### src/rtl/sm_addcmp_pkg.sv
package sm_addcmp_pkg;
   typedef enum logic [1:0] {
      OP_ADD = 2'd0,
      OP_SUB = 2'd1,
      OP_MOD = 2'd2,
      OP_CMP = 2'd3
   } sm_op_e;

   localparam logic [2:0] MF_INC = 3'd0;
   localparam logic [2:0] MF_DEC = 3'd1;
   localparam logic [2:0] MF_ENT = 3'd2;
   localparam logic [2:0] MF_ENN = 3'd3;
endpackage

### src/rtl/sm_addcmp_sm2tc.sv
// Sign-magnitude to two's complement with an optional negation.
module sm_addcmp_sm2tc #(
   parameter int MAG_W = 30,
   parameter int TW    = MAG_W + 2
) (
   input  logic             sign_i,
   input  logic [MAG_W-1:0] mag_i,
   input  logic             neg_i,
   output logic [TW-1:0]    tc_o
);
   logic [TW-1:0] ext;

   always_comb begin
      ext = {{(TW-MAG_W){1'b0}}, mag_i};
      if (sign_i ^ neg_i)
         tc_o = ~ext + TW'(1);
      else
         tc_o = ext;
   end
endmodule

### src/rtl/sm_addcmp_adder.sv
// Two's complement adder; ADDER_KIND 0 = inferred, 1 = explicit ripple chain.
module sm_addcmp_adder #(
   parameter int TW         = 32,
   parameter int ADDER_KIND = 0
) (
   input  logic [TW-1:0] a_i,
   input  logic [TW-1:0] b_i,
   output logic [TW-1:0] sum_o
);
   generate
      if (ADDER_KIND == 0) begin : g_infer
         assign sum_o = a_i + b_i;
      end else begin : g_ripple
         logic [TW-1:0] cy;
         assign cy[0] = 1'b0;
         for (genvar i = 0; i < TW; i++) begin : g_bit
            assign sum_o[i] = a_i[i] ^ b_i[i] ^ cy[i];
            if (i < TW - 1) begin : g_cy
               assign cy[i+1] = (a_i[i] & b_i[i]) | (cy[i] & (a_i[i] ^ b_i[i]));
            end
         end
      end
   endgenerate
endmodule

### src/rtl/sm_addcmp_tc2sm.sv
// Two's complement sum back to sign-magnitude with truncation and zero-sign rule.
module sm_addcmp_tc2sm #(
   parameter int MAG_W = 30,
   parameter int TW    = MAG_W + 2
) (
   input  logic [TW-1:0]    sum_i,
   input  logic             zsign_i,
   output logic [MAG_W-1:0] mag_o,
   output logic             sign_o,
   output logic             ovf_o
);
   logic [TW-1:0] absv;

   always_comb begin
      if (sum_i[TW-1])
         absv = ~sum_i + TW'(1);
      else
         absv = sum_i;
      mag_o  = absv[MAG_W-1:0];
      ovf_o  = |absv[TW-1:MAG_W];
      sign_o = (mag_o == '0) ? zsign_i : sum_i[TW-1];
   end
endmodule

### src/rtl/sm_addcmp_unit.sv
module sm_addcmp_unit #(
   parameter int MAG_W      = 30,
   parameter int ADDER_KIND = 0
) (
   input  logic             clk,
   input  logic             rst_n,
   input  logic             start_i,
   input  logic [1:0]       op_i,
   input  logic [2:0]       f_i,
   input  logic             isgn_i,
   input  logic [MAG_W:0]   reg_i,
   input  logic [MAG_W:0]   opnd_i,
   output logic [MAG_W:0]   result_o,
   output logic             ovf_set_o,
   output logic             cmp_lt_o,
   output logic             cmp_eq_o,
   output logic             cmp_gt_o,
   output logic             done_o
);
   import sm_addcmp_pkg::*;

   localparam int TW = MAG_W + 2;

   generate
      if (MAG_W < 2) begin : g_bad_width
         $error("sm_addcmp_unit: MAG_W must be at least 2");
      end
      if (ADDER_KIND < 0 || ADDER_KIND > 1) begin : g_bad_kind
         $error("sm_addcmp_unit: ADDER_KIND must be 0 or 1");
      end
   endgenerate

   sm_op_e op;
   logic   use_reg, neg_b, zsign, illegal, is_cmp;

   assign op = sm_op_e'(op_i);

   always_comb begin
      use_reg = 1'b1;
      neg_b   = 1'b0;
      zsign   = reg_i[MAG_W];
      illegal = 1'b0;
      is_cmp  = 1'b0;
      unique case (op)
         OP_ADD: ;
         OP_SUB: neg_b = 1'b1;
         OP_MOD: begin
            unique case (f_i)
               MF_INC: ;
               MF_DEC: neg_b = 1'b1;
               MF_ENT: begin
                  use_reg = 1'b0;
                  zsign   = isgn_i;
               end
               MF_ENN: begin
                  use_reg = 1'b0;
                  neg_b   = 1'b1;
                  zsign   = isgn_i;
               end
               default: illegal = 1'b1;
            endcase
         end
         OP_CMP: begin
            neg_b  = 1'b1;
            is_cmp = 1'b1;
         end
         default: ;
      endcase
   end

   logic [TW-1:0]    a_tc, b_tc, sum_tc;
   logic [MAG_W-1:0] res_mag;
   logic             res_sign, res_ovf;

   sm_addcmp_sm2tc #(.MAG_W(MAG_W), .TW(TW)) u_cvt_a (
      .sign_i (reg_i[MAG_W] & use_reg),
      .mag_i  (reg_i[MAG_W-1:0] & {MAG_W{use_reg}}),
      .neg_i  (1'b0),
      .tc_o   (a_tc)
   );

   sm_addcmp_sm2tc #(.MAG_W(MAG_W), .TW(TW)) u_cvt_b (
      .sign_i (opnd_i[MAG_W]),
      .mag_i  (opnd_i[MAG_W-1:0]),
      .neg_i  (neg_b),
      .tc_o   (b_tc)
   );

   sm_addcmp_adder #(.TW(TW), .ADDER_KIND(ADDER_KIND)) u_add (
      .a_i   (a_tc),
      .b_i   (b_tc),
      .sum_o (sum_tc)
   );

   sm_addcmp_tc2sm #(.MAG_W(MAG_W), .TW(TW)) u_back (
      .sum_i   (sum_tc),
      .zsign_i (zsign),
      .mag_o   (res_mag),
      .sign_o  (res_sign),
      .ovf_o   (res_ovf)
   );

   logic diff_neg, diff_zero;
   assign diff_neg  = sum_tc[TW-1];
   assign diff_zero = (sum_tc == '0);

   always_ff @(posedge clk or negedge rst_n) begin
      if (!rst_n) begin
         result_o  <= '0;
         ovf_set_o <= 1'b0;
         cmp_lt_o  <= 1'b0;
         cmp_eq_o  <= 1'b0;
         cmp_gt_o  <= 1'b0;
         done_o    <= 1'b0;
      end else begin
         done_o    <= start_i;
         ovf_set_o <= 1'b0;
         if (start_i) begin
            if (illegal || is_cmp) begin
               result_o <= reg_i;
            end else begin
               result_o  <= {res_sign, res_mag};
               ovf_set_o <= res_ovf;
            end
            if (is_cmp) begin
               cmp_lt_o <= diff_neg;
               cmp_eq_o <= diff_zero;
               cmp_gt_o <= !diff_neg && !diff_zero;
            end
         end
      end
   end
endmodule

### config.mk
export PLATFORM = sky130hd
export DESIGN_NAME = sm_addcmp_unit
export DESIGN_NICKNAME = d
export VERILOG_FILES = /design/src/rtl/sm_addcmp_pkg.sv /design/src/rtl/sm_addcmp_sm2tc.sv /design/src/rtl/sm_addcmp_adder.sv /design/src/rtl/sm_addcmp_tc2sm.sv /design/src/rtl/sm_addcmp_unit.sv
export SDC_FILE = /design/constraint.sdc
export NUM_CORES = 1
export LEC_CHECK = 0
export BUFFER_PORTS_ARGS = -buffer_cell sky130_fd_sc_hd__clkbuf_2
export CORE_MARGIN = 1
export CORE_UTILIZATION = 59
export DETAILED_ROUTE_END_ITERATION = 6
export PLACE_DENSITY = 0.88
export SLEW_MARGIN = 20
export SYNTH_ARGS = -nofsm -noshare
export SYNTH_HDL_FRONTEND = slang
export SYNTH_SLANG_ARGS = --single-unit
### constraint.sdc
create_clock -name clk -period 0.9 [get_ports clk]
set_input_delay 0.18 -clock clk [delete_from_list [all_inputs] [get_ports clk]]
set_output_delay 0.18 -clock clk [all_outputs]
set_load 0.02 [all_outputs]
==> results of run 1 <==
-- metrics by stage --
stage | area, sq um | util | hold slack (ns)
after floorplan | 6790 | - | -0.116
after global placement | 9770 | 0.930 | 0.153
after detailed placement | 9770 | 0.930 | 0.166
-- kinds of logic after synthesis --
group / share of synthesized area
simple gates: 0.264
compound gates: 0.295
xor+xnor: 0.132
buf+inv: 0.0383
mux: 0.0637
flops: 0.139
fa+ha+maj: 0.0686
==> out/qor.csv, run 1 <==
stage,metric,value,unit
logic_synthesis,Synth top area share,0.139,
logic_synthesis,net count after synthesis,998,
logic_synthesis,post-synthesis sequential area ratio,0.139,
logic_synthesis,async set-reset flop share out of synthesis,1.00,
logic_synthesis,Post-synth top cells,"nor2_1, nand2_1, a21oi_1",
logic_synthesis,Post-synth EDFFs,0,
floorplan,Die H,107,um
floorplan,initial core utilization,0.618,
run_status,status,did not finish,
placed_design,port bufs,106,
run_status,First Err,"[ERROR DPL-0038] Utilization greater than 100%, impossible to legalize",
logic_synthesis,top-count cell post-synth,nor2_1,
cts,hold_buf cts,1,
logic_synthesis,Post-Syn Instances,892,
placed_design,RePlAce Congestion,1.07,
cts,root buffer cell,clkbuf_8,
floorplan,# IOs,107,
floorplan,row cnt,37,
cts,clk buf depth,2,
cts,clk sink count,36,
cts,# H-tree levels,2,
run_status,Stopped at,clock tree synthesis,
logic_synthesis,Ys Warns,0,
placed_design,Inst Count DP,1414,
cts,Num CTS Buffers,5,
placed_design,pre-CTS setup slack,-5.24,ns
logic_synthesis,"flops & latches, synth",36,
cts,post-CTS sizing,209,
logic_synthesis,Synth area leader,dfrtp_1,
logic_synthesis,Most used DFF post-synth,dfrtp_1,
logic_synthesis,Yosys cell types,86,
logic_synthesis,synth top area cells,"dfrtp_1, xor2_1, nor2_1",
logic_synthesis,Mapped Area,6500,sq um
placed_design,detailed placement HPWL,26.4,mm
cts,Post CTS Setup Buffer Count,49,
logic_synthesis,syn_area_per_cell,7.28,sq um
floorplan,Die Span X,107,um
==> inputs of run 2 (changes only) <==
--- a/config.mk
+++ b/config.mk
@@ -7,9 +7,9 @@
 export LEC_CHECK = 0
 export BUFFER_PORTS_ARGS = -buffer_cell sky130_fd_sc_hd__clkbuf_2
 export CORE_MARGIN = 1
-export CORE_UTILIZATION = 59
+export CORE_UTILIZATION = 40
 export DETAILED_ROUTE_END_ITERATION = 6
-export PLACE_DENSITY = 0.88
+export PLACE_DENSITY_LB_ADDON = 0.15
 export SLEW_MARGIN = 20
 export SYNTH_ARGS = -nofsm -noshare
 export SYNTH_HDL_FRONTEND = slang
==> out/qor.csv, run 2 <==
stage,metric,value,unit,change
run_status,status,"complete, but fails checks",,
run_status,failing checks,setup timing,,
timing,fmax,175,MHz,
floorplan,initial core utilization,0.409,,-0.209
cells_and_area,number of diodes,0,,
detailed_routing,antenna-violating nets left,0,,
grt,M1 GR Usage,0.393,,
power_and_ir_drop,peak supply drop,0.00154,V,
grt,GR peak layer,met2,,
floorplan,Die Span X,129,um,+21%
logic_synthesis,syn_area_per_cell,7.28,sq um,unchanged
timing,actual slew at the worst max-slew pin,0.774,ns,
worst_setup_path,CP Launch Type,primary input,,
cells_and_area,# fillers,1082,,
placed_design,Inst Count DP,1518,,+7.4%
floorplan,CORE AREA,15900,sq um,
floorplan,Die H,129,um,+21%
placed_design,RePlAce Congestion,0.954,,-11%
cells_and_area,"commonest non-fill, non-tap cell in the layout",buf_4,,
logic_synthesis,Ys Warns,0,,unchanged
grt,M2 GR Usage,0.578,,
cts,clk buf depth,2,,unchanged
timing,Final Hold Vio Count,0,,
logic_synthesis,post-synthesis sequential area ratio,0.139,,unchanged
cells_and_area,Final Cell Area,12300,sq um,
grt,initial antenna violation count,0,,
power_and_ir_drop,combinational fraction of design power,0.842,,
placed_design,port bufs,106,,unchanged
cells_and_area,footprint of the multi-input gates,6700,sq um,
grt,GRT overflow,0,,
cts,clock latency at the later pin of the worst-skew pair,0.28,ns,
cells_and_area,largest reg by FF count,result_o,,
floorplan,# IOs,107,,unchanged
timing,final hold slack,0.271,ns,
logic_synthesis,synth top area cells,"dfrtp_1, xor2_1, nor2_1",,
cts,# H-tree levels,2,,unchanged
logic_synthesis,net count after synthesis,998,,unchanged
cells_and_area,NumNets Final,1483,,
cts,CTS tree,built,,
worst_setup_path,crit-path max FO,4,,
worst_setup_path,Worst setup EP type,flip-flop,,
logic_synthesis,Post-synth EDFFs,0,,unchanged
worst_hold_path,path type of the worst min-delay path,primary input to flip-flop,,
cells_and_area,Layout area overhead,89.2,%,
cells_and_area,register area,901,sq um,
logic_synthesis,Synth area leader,dfrtp_1,,
timing,Setup Skew,0,ns,
logic_synthesis,top-count cell post-synth,nor2_1,,
logic_synthesis,Mapped Area,6500,sq um,unchanged
detailed_routing,Final Routed Wirelength,31.6,mm,
timing,"Setup violations, final",71,,
logic_synthesis,"flops & latches, synth",36,,unchanged
flow_run,MaxCap Viol Count,0,,
timing,final period utilization,6.37,,
cells_and_area,layout cells sized above 1,0.544,,
cts,root buffer cell,clkbuf_16,,
detailed_routing,WL/cell,19.8,um,
cells_and_area,final core occ,0.774,,
power_and_ir_drop,sw frac,0.456,,
grt,largest net degree at the start of global routing,38,,
power_and_ir_drop,PwrDens,2380,nW/um^2,
detailed_routing,routed vias/inst,5.89,,
power_and_ir_drop,register share of total power,0.097,,
logic_synthesis,async set-reset flop share out of synthesis,1.00,,unchanged
grt,first-pass GRT wire length,43.2,mm,
logic_synthesis,Yosys cell types,86,,unchanged
worst_setup_path,"Req. time, crit path",1.07,ns,
power_and_ir_drop,total power,29.3,mW,
detailed_routing,via count,9396,,
worst_setup_path,Crit Path Class,primary input to flip-flop,,
cells_and_area,Finished Layout Cells,1594,,
cells_and_area,most frequent cells in the layout,"buf_4, nor2_1, nand2_1",,
floorplan,die area,16800,sq um,
floorplan,row cnt,46,,+24%
grt,met3 Use GR,0.0462,,
grt,overall routing resource usage,0.329,,
placed_design,dpl cell area,10100,sq um,+3.1%
cells_and_area,max reg flops,31,,
logic_synthesis,Post-synth top cells,"nor2_1, nand2_1, a21oi_1",,
detailed_routing,DRT iter0 DRCs,771,,
power_and_ir_drop,P_int,16.0,mW,
grt,vias in the first global route,8654,,
timing,RSZ-0062 raised after global routing,true,,
cts,clk slew on worst S/H paths,0.06,ns,
detailed_routing,DR DRC count,0,,
logic_synthesis,Post-Syn Instances,892,,unchanged
worst_setup_path,Critical Path AT,5.90,ns,
power_and_ir_drop,Switch Pwr,13.4,mW,
power_and_ir_drop,clock network fraction of total power,0.060,,
cts,Num CTS Buffers,5,,unchanged
timing,final worst slack,-4.83,ns,
timing,min cycle time layout,5.73,ns,
cts,clk sink count,36,,unchanged
timing,Max-slew headroom,0.470,,
detailed_routing,Pre-antenna DRT Iters,6,,
power_and_ir_drop,Leakage,5.57,nW,
logic_synthesis,Synth top area share,0.139,,unchanged
placed_design,detailed placement HPWL,20.9,mm,-21%
logic_synthesis,Most used DFF post-synth,dfrtp_1,,
timing,Max Transition Viols Final,0,,
[run 2: power by group through the flow]
stage	clock [mW]	sequential [mW]	combinational, mW
after global routing	1.86	2.90	25.9
after floorplan	0	3.52	8.88
final	1.77	2.85	24.7
after CTS	1.76	2.68	21.0
after detailed placement	0	2.70	17.7
after global placement	0	2.67	17.6
[run 2: per-layer routing]
metal / part of all wire / wire (um)
met5: 0 / 0
met4: 0.073 / 2290
met3: 0.062 / 1960
met2: 0.48 / 15100
met1: 0.39 / 12300
[run 2: cell families after synthesis]
group	after synthesis	synth area share
muxes	38	0.0637
xor gates and xnor gates	98	0.132
buffers and inverters	59	0.0383
adders and majority gates	35	0.0686
AOI/OAI and AO/OA	277	0.295
and+or+nand+nor	349	0.264
DFF	36	0.139
[run 2: timing repair]
item,CTS,global route
cloned,1,0
hold buffers,1,0
resized for setup,180,201
pin swaps,54,77
setup endpoints to repair,71,71
endpoints found under the hold margin,7,0
setup buffers,35,39
[run 2: critical path, cell delays in order]
cell	delay, ns
clkbuf_2	0.14
or4_1	0.56
or3_1	0.41
o41a_1	0.44
mux2i_1	0.64
ha_1	0.41
buf_4	0.18
a21o_1	0.18
buf_4	0.13
a2111oi_0	0.56
o21bai_1	0.18
o21a_1	0.26
nor2_2	0.31
or3_1	0.20
nor2_1	0.05
or4_4	0.51
o311a_1	0.37
a21o_1	0.19
[run 2: metrics by stage]
step                      setup WS [ns]  setup TNS [ns]
final                             -4.83         -146.32
after global routing              -4.88         -149.71
after CTS                         -4.36         -134.76
after detailed placement          -4.98         -149.20
after global placement            -4.80         -144.43
after floorplan                   -4.22         -129.81
[run 2: area by class of cell]
class,instances,area share
tap,216,0.0220
inverter,16,0.00488
multi-input combinational,797,0.545
clock buffer,8,0.0119
timing repair buffer,521,0.343
sequential,36,0.0733
[run 2: worst paths after layout]
path,start,endpoint,slack (ns),cells past startpoint
max,reg_i[19],result_o[30]$_DFFE_PN0P_,-4.83,18
min,start_i,done_o$_DFF_PN0_,0.27,2
max reg2reg,result_o[21]$_DFFE_PN0P_,result_o[21]$_DFFE_PN0P_,-0.04,2
min reg2reg,result_o[7]$_DFFE_PN0P_,result_o[7]$_DFFE_PN0P_,0.53,1
max in group asynchronous,rst_n,result_o[10]$_DFFE_PN0P_,0.19,3
min in group asynchronous,rst_n,ovf_set_o$_DFF_PN0_,0.28,2
Power figures use the tool's default switching activity.
==> inputs of run 3 (changes only) <==
--- a/config.mk
+++ b/config.mk
@@ -10,6 +10,7 @@
 export CORE_UTILIZATION = 40
 export DETAILED_ROUTE_END_ITERATION = 6
 export PLACE_DENSITY_LB_ADDON = 0.15
+export SETUP_SLACK_MARGIN = 0.4
 export SLEW_MARGIN = 20
 export SYNTH_ARGS = -nofsm -noshare
 export SYNTH_HDL_FRONTEND = slang
==> out/qor.csv, run 3 (synthesis results as in run 2) <==
stage,metric,value,unit,change
timing,Max-slew headroom,0.610,,+0.140
worst_setup_path,crit-path max FO,7,,+3
run_status,failing checks,"hold timing, setup timing",,
floorplan,CORE AREA,15900,sq um,unchanged
cts,# H-tree levels,2,,unchanged
cells_and_area,largest reg by FF count,result_o,,
cells_and_area,max reg flops,31,,unchanged
worst_setup_path,Critical Path AT,5.73,ns,-0.17 ns
grt,largest net degree at the start of global routing,37,,-2.6%
timing,setup TNS,-143.68,ns,+2.64 ns
timing,Final Hold Vio Count,36,,+36
cells_and_area,NumNets Final,1476,,-0.47%
cells_and_area,Layout area overhead,85.1,%,
floorplan,Die H,129,um,unchanged
timing,final hold slack,-0.140,ns,-0.411 ns
detailed_routing,routed vias/inst,5.79,,-1.8%
run_status,status,"complete, but fails checks",,
worst_setup_path,CP Launch Type,primary input,,
detailed_routing,antenna-violating nets left,0,,unchanged
worst_setup_path,Crit Path Class,primary input to flip-flop,,
cells_and_area,layout cells sized above 1,0.549,,+0.00424
worst_hold_path,path type of the worst min-delay path,primary input to asynchronous set/reset pin,,
floorplan,row cnt,46,,unchanged
placed_design,pre-CTS setup slack,-5.04,ns,-0.0611 ns
power_and_ir_drop,total power,28.4,mW,-3.1%
timing,min cycle time layout,5.55,ns,-0.174 ns
detailed_routing,Pre-antenna DRT Iters,5,,-1
timing,Setup Skew,0,ns,unchanged
placed_design,RePlAce Congestion,0.989,,+3.6%
grt,initial antenna violation count,0,,unchanged
power_and_ir_drop,peak supply drop,0.00157,V,+2.3%
grt,vias in the first global route,8556,,-1.1%
detailed_routing,WL/cell,18.8,um,-5.4%
timing,RSZ-0062 raised after global routing,true,,
cells_and_area,most frequent cells in the layout,"buf_4, nor2_1, nand2_1",,
worst_setup_path,"Req. time, crit path",1.08,ns,about the same
detailed_routing,via count,9191,,-2.2%
floorplan,Die Span X,129,um,unchanged
power_and_ir_drop,Leakage,5.40,nW,-3.1%
worst_setup_path,Worst setup EP type,flip-flop,,
placed_design,detailed placement HPWL,20.8,mm,-0.74%
timing,final worst slack,-4.65,ns,+0.174 ns
floorplan,initial core utilization,0.409,,unchanged
detailed_routing,Final Routed Wirelength,29.8,mm,-5.7%
worst_setup_path,most used cell along the critical path,o21ai_2,,
timing,Max Transition Viols Final,0,,unchanged
timing,actual slew at the worst max-slew pin,0.582,ns,-0.192 ns
power_and_ir_drop,PwrDens,2360,nW/um^2,-0.92%
worst_setup_path,CP max stage delay,0.44,ns,-0.20 ns
cts,clock latency at the later pin of the worst-skew pair,0.28,ns,about the same
grt,GRT overflow,0,,unchanged
placed_design,Inst Count DP,1512,,-0.40%
cells_and_area,final core occ,0.757,,-0.0169
grt,overall routing resource usage,0.318,,-0.0109
flow_run,MaxCap Viol Count,0,,unchanged
detailed_routing,DR DRC count,0,,unchanged
cells_and_area,"commonest non-fill, non-tap cell in the layout",buf_4,,
worst_setup_path,critical path's slowest cell,a2111oi_4,,
grt,first-pass GRT wire length,42.0,mm,-3.0%
cts,Num CTS Buffers,5,,unchanged
cts,clk slew on worst S/H paths,0.06,ns,about the same
placed_design,port bufs,106,,unchanged
timing,fmax,180,MHz,+3.1%
worst_setup_path,CP Buf/Inv Count,3,,unchanged
floorplan,die area,16800,sq um,unchanged
cts,CTS tree,built,,
timing,"Setup violations, final",71,,unchanged
cells_and_area,Finished Layout Cells,1588,,-0.38%
floorplan,# IOs,107,,unchanged
cts,root buffer cell,clkbuf_16,,
timing,final period utilization,6.17,,-0.194
detailed_routing,DRT iter0 DRCs,697,,-9.6%
cts,clk sink count,36,,unchanged
cts,clk buf depth,2,,unchanged
worst_setup_path,crit-path leading delay family,compound AO/OA/AOI/OAI gates,,
==> run 3: cell types whose count changed in the layout (fill, tap and decap cells not counted), sizes merged <==
cell / change
dlygate4sd3: -1
clkbuf: -10
o22ai: +1
o22a: +1
diode: +1
buf: +2
==> run 3: timing repair <==
action                                  in CTS  in global routing
cloned                                       2                  0
endpoints found under the setup margin      71                 71
pin swaps                                   37                 62
gates resized for setup                    140                186
buffers inserted                            39                 26
hold endpoints to repair                    36                 36
==> run 3: layer usage <==
layer	GRT usage	share of wire	up-vias
met5	0	0	-
met4	0.166	0.062	0
met3	0.0462	0.059	130
met2	0.551	0.49	430
met1	0.381	0.39	4349
li1	-	-	4282
==> run 3: final timing paths <==
| path | start | endpoint | cells past startpoint | slack [ns] |
|---|---|---|---|---|
| worst max-delay path | f_i[2] | result_o[30]$_DFFE_PN0P_ | 26 | -4.65 |
| worst min-delay path | rst_n | ovf_set_o$_DFF_PN0_ | 2 | -0.14 |
| worst max register to register | result_o[9]$_DFFE_PN0P_ | result_o[9]$_DFFE_PN0P_ | 2 | -0.03 |
| worst min register to register | cmp_gt_o$_DFFE_PN0P_ | cmp_gt_o$_DFFE_PN0P_ | 2 | 0.51 |
| max in group asynchronous | rst_n | result_o[11]$_DFFE_PN0P_ | 2 | 0.83 |
| min in group clk | start_i | done_o$_DFF_PN0_ | 1 | 0.12 |
==> run 3: power by group <==
part           switching, mW  leakage (nW)  internal [mW]
clock network          0.684        0.0712           1.11
logic                   11.5          4.94           12.1
registers              0.565         0.385           2.44
total                   12.8          5.40           15.7
==> run 3: layout make-up <==
type / count / area [sq um]
diodes: 1 / 2.50
repair buffers: 512 / 4100
well taps: 216 / 270
clock buffers: 8 / 146
inverters: 16 / 60.1
flip-flops and latches: 36 / 942
multi-input cells: 799 / 6510
fillers: 1157 / 3860
==> run 3: metrics by stage <==
step	hold WS, ns	cell area [sq um]
6_report	-0.140	12000
5_1_grt	-0.129	12000
4_1_cts	-0.139	11200
3_5_place_dp	0.162	10100
3_3_place_gp	0.161	10100
2_1_floorplan	-0.116	6830
==> inputs of run 4 (changes only) <==
--- a/config.mk
+++ b/config.mk
@@ -9,7 +9,10 @@
 export CORE_MARGIN = 1
 export CORE_UTILIZATION = 40
 export DETAILED_ROUTE_END_ITERATION = 6
+export HOLD_SLACK_MARGIN = 0.06
+export MAX_ROUTING_LAYER = met4
 export PLACE_DENSITY_LB_ADDON = 0.15
+export REMOVE_ABC_BUFFERS = 1
 export SETUP_SLACK_MARGIN = 0.4
 export SLEW_MARGIN = 20
 export SYNTH_ARGS = -nofsm -noshare
==> out/qor.csv, run 4 (synthesis results as in run 2) <==
stage,metric,value,unit,change
run_status,status,"complete, but fails checks",,
run_status,failing checks,"hold timing, setup timing",,
detailed_routing,DR DRC count,0,,unchanged
power_and_ir_drop,PwrDens,2320,nW/um^2,-1.8%
cts,Num CTS Buffers,5,,unchanged
cts,clk slew on worst S/H paths,0.06,ns,about the same
detailed_routing,routed vias/inst,5.60,,-3.2%
worst_setup_path,Crit Path Class,primary input to flip-flop,,
cts,CTS tree,built,,
floorplan,initial core utilization,0.409,,unchanged
worst_setup_path,CP max stage delay,0.50,ns,+0.06 ns
cells_and_area,register area,901,sq um,-4.4%
timing,RSZ-0062 raised after global routing,true,,
grt,first-pass GRT wire length,41.0,mm,-2.2%
grt,initial antenna violation count,0,,unchanged
placed_design,Inst Count DP,1520,,+0.53%
worst_setup_path,Critical Path AT,5.69,ns,-0.04 ns
cells_and_area,number of diodes,0,,-1
timing,"Setup violations, final",71,,unchanged
cells_and_area,largest reg by FF count,result_o,,
floorplan,row cnt,46,,unchanged
cts,root buffer cell,clkbuf_16,,
floorplan,die area,16800,sq um,unchanged
power_and_ir_drop,Leakage,5.32,nW,-1.5%
cells_and_area,footprint of the multi-input gates,6340,sq um,-2.5%
grt,vias in the first global route,8489,,-0.78%
grt,overall routing resource usage,0.321,,+0.00310
flow_run,MaxCap Viol Count,0,,unchanged
cells_and_area,max reg flops,31,,unchanged
floorplan,Die Span X,129,um,unchanged
timing,final period utilization,6.12,,-0.0508
timing,Max-slew headroom,0.599,,-0.0106
cells_and_area,Final Cell Area,11700,sq um,-2.5%
placed_design,port bufs,106,,unchanged
timing,Max Transition Viols Final,0,,unchanged
detailed_routing,Final Routed Wirelength,27.8,mm,-6.7%
detailed_routing,WL/cell,17.6,um,-6.5%
cts,clk buf depth,2,,unchanged
power_and_ir_drop,peak supply drop,0.00176,V,+11%
worst_setup_path,"Req. time, crit path",1.08,ns,about the same
cells_and_area,# fillers,1222,,+5.6%
cells_and_area,"commonest non-fill, non-tap cell in the layout",buf_4,,
detailed_routing,DRT iter0 DRCs,583,,-16%
cts,clk sink count,36,,unchanged
grt,largest net degree at the start of global routing,37,,unchanged
timing,final worst slack,-4.61,ns,+0.0457 ns
placed_design,detailed placement HPWL,20.9,mm,+0.54%
floorplan,CORE AREA,15900,sq um,unchanged
floorplan,Die H,129,um,unchanged
cells_and_area,layout cells sized above 1,0.522,,-0.0270
placed_design,dpl cell area,9780,sq um,-2.7%
floorplan,# IOs,107,,unchanged
cells_and_area,Finished Layout Cells,1585,,-0.19%
cts,# H-tree levels,2,,unchanged
worst_setup_path,most used cell along the critical path,buf_4,,
timing,Setup Skew,0,ns,unchanged
timing,fmax,182,MHz,+0.83%
timing,final hold slack,-0.145,ns,-0.00525 ns
timing,min cycle time layout,5.51,ns,-0.0457 ns
grt,GRT overflow,0,,unchanged
worst_hold_path,path type of the worst min-delay path,primary input to asynchronous set/reset pin,,
detailed_routing,antenna-violating nets left,0,,unchanged
worst_setup_path,Worst setup EP type,flip-flop,,
timing,setup TNS,-141.69,ns,+1.99 ns
cells_and_area,Layout area overhead,80.5,%,
worst_setup_path,critical path's slowest cell,or4_4,,
cts,clock latency at the later pin of the worst-skew pair,0.28,ns,about the same
placed_design,RePlAce Congestion,0.947,,-4.2%
cells_and_area,most frequent cells in the layout,"buf_4, nor2_1, nand2_1",,
timing,Final Hold Vio Count,36,,unchanged
worst_setup_path,CP Launch Type,primary input,,
detailed_routing,Pre-antenna DRT Iters,5,,unchanged
worst_setup_path,crit-path max FO,4,,-3
cells_and_area,NumNets Final,1475,,-0.068%
detailed_routing,via count,8879,,-3.4%
timing,actual slew at the worst max-slew pin,0.597,ns,+0.0151 ns
[run 4: metal layers]
metal,global-route usage,routed length [um]
met5,-,0
met4,0.112,1130
met3,0.0314,1190
met2,0.570,13900
met1,0.376,11600
[run 4: layout make-up]
class	count	area share
Inverter	16	0.00512
Clock buffer	7	0.0130
Sequential cell	36	0.0768
Timing Repair Buffer	513	0.341
Multi-Input combinational cell	797	0.541
Tap cell	216	0.0230
[run 4: power by group]
group,leakage (nW),switching [mW],internal (mW)
combinational,4.83,11.0,11.6
clock,0.0760,0.659,1.16
sequential,0.417,0.538,2.32
[run 4: repair_timing]
item | 4_1_cts | 5_1_grt
buffers inserted | 31 | 27
resized for setup | 157 | 211
endpoints found under the hold margin | 36 | 36
pin swaps | 44 | 65
setup endpoints to repair | 71 | 71
[run 4: critical path, delay by kind of cell]
family / cells / cell delay, ns
compound gates: 12 / 2.34
xor+xnor: 2 / 0.37
fa+ha+maj: 1 / 0.33
buf+inv: 6 / 0.78
simple gates: 6 / 1.69
[run 4: path summary, 6_finish.rpt]
check	from	endpoint	slack (ns)	depth (start not counted)
hold / removal	rst_n	result_o[30]$_DFFE_PN0P_	-0.15	2
hold reg to reg	cmp_lt_o$_DFFE_PN0P_	cmp_lt_o$_DFFE_PN0P_	0.50	2
max in group asynchronous	rst_n	result_o[10]$_DFFE_PN0P_	0.85	2
setup reg to reg	result_o[18]$_DFFE_PN0P_	result_o[18]$_DFFE_PN0P_	0	2
min in group clk	reg_i[26]	result_o[26]$_DFFE_PN0P_	0.33	4
setup / recovery	reg_i[3]	result_o[30]$_DFFE_PN0P_	-4.61	27
[run 4: stage by stage]
stage                     utilization  setup slack (ns)  total power [mW]
after CTS                       0.680             -4.32              23.6
final                           0.738             -4.61              27.2
after global routing            0.738             -4.78              28.7
after detailed placement        0.616             -5.37              19.9
after global placement          0.616             -5.22              19.8
after floorplan                     -             -7.10              11.7
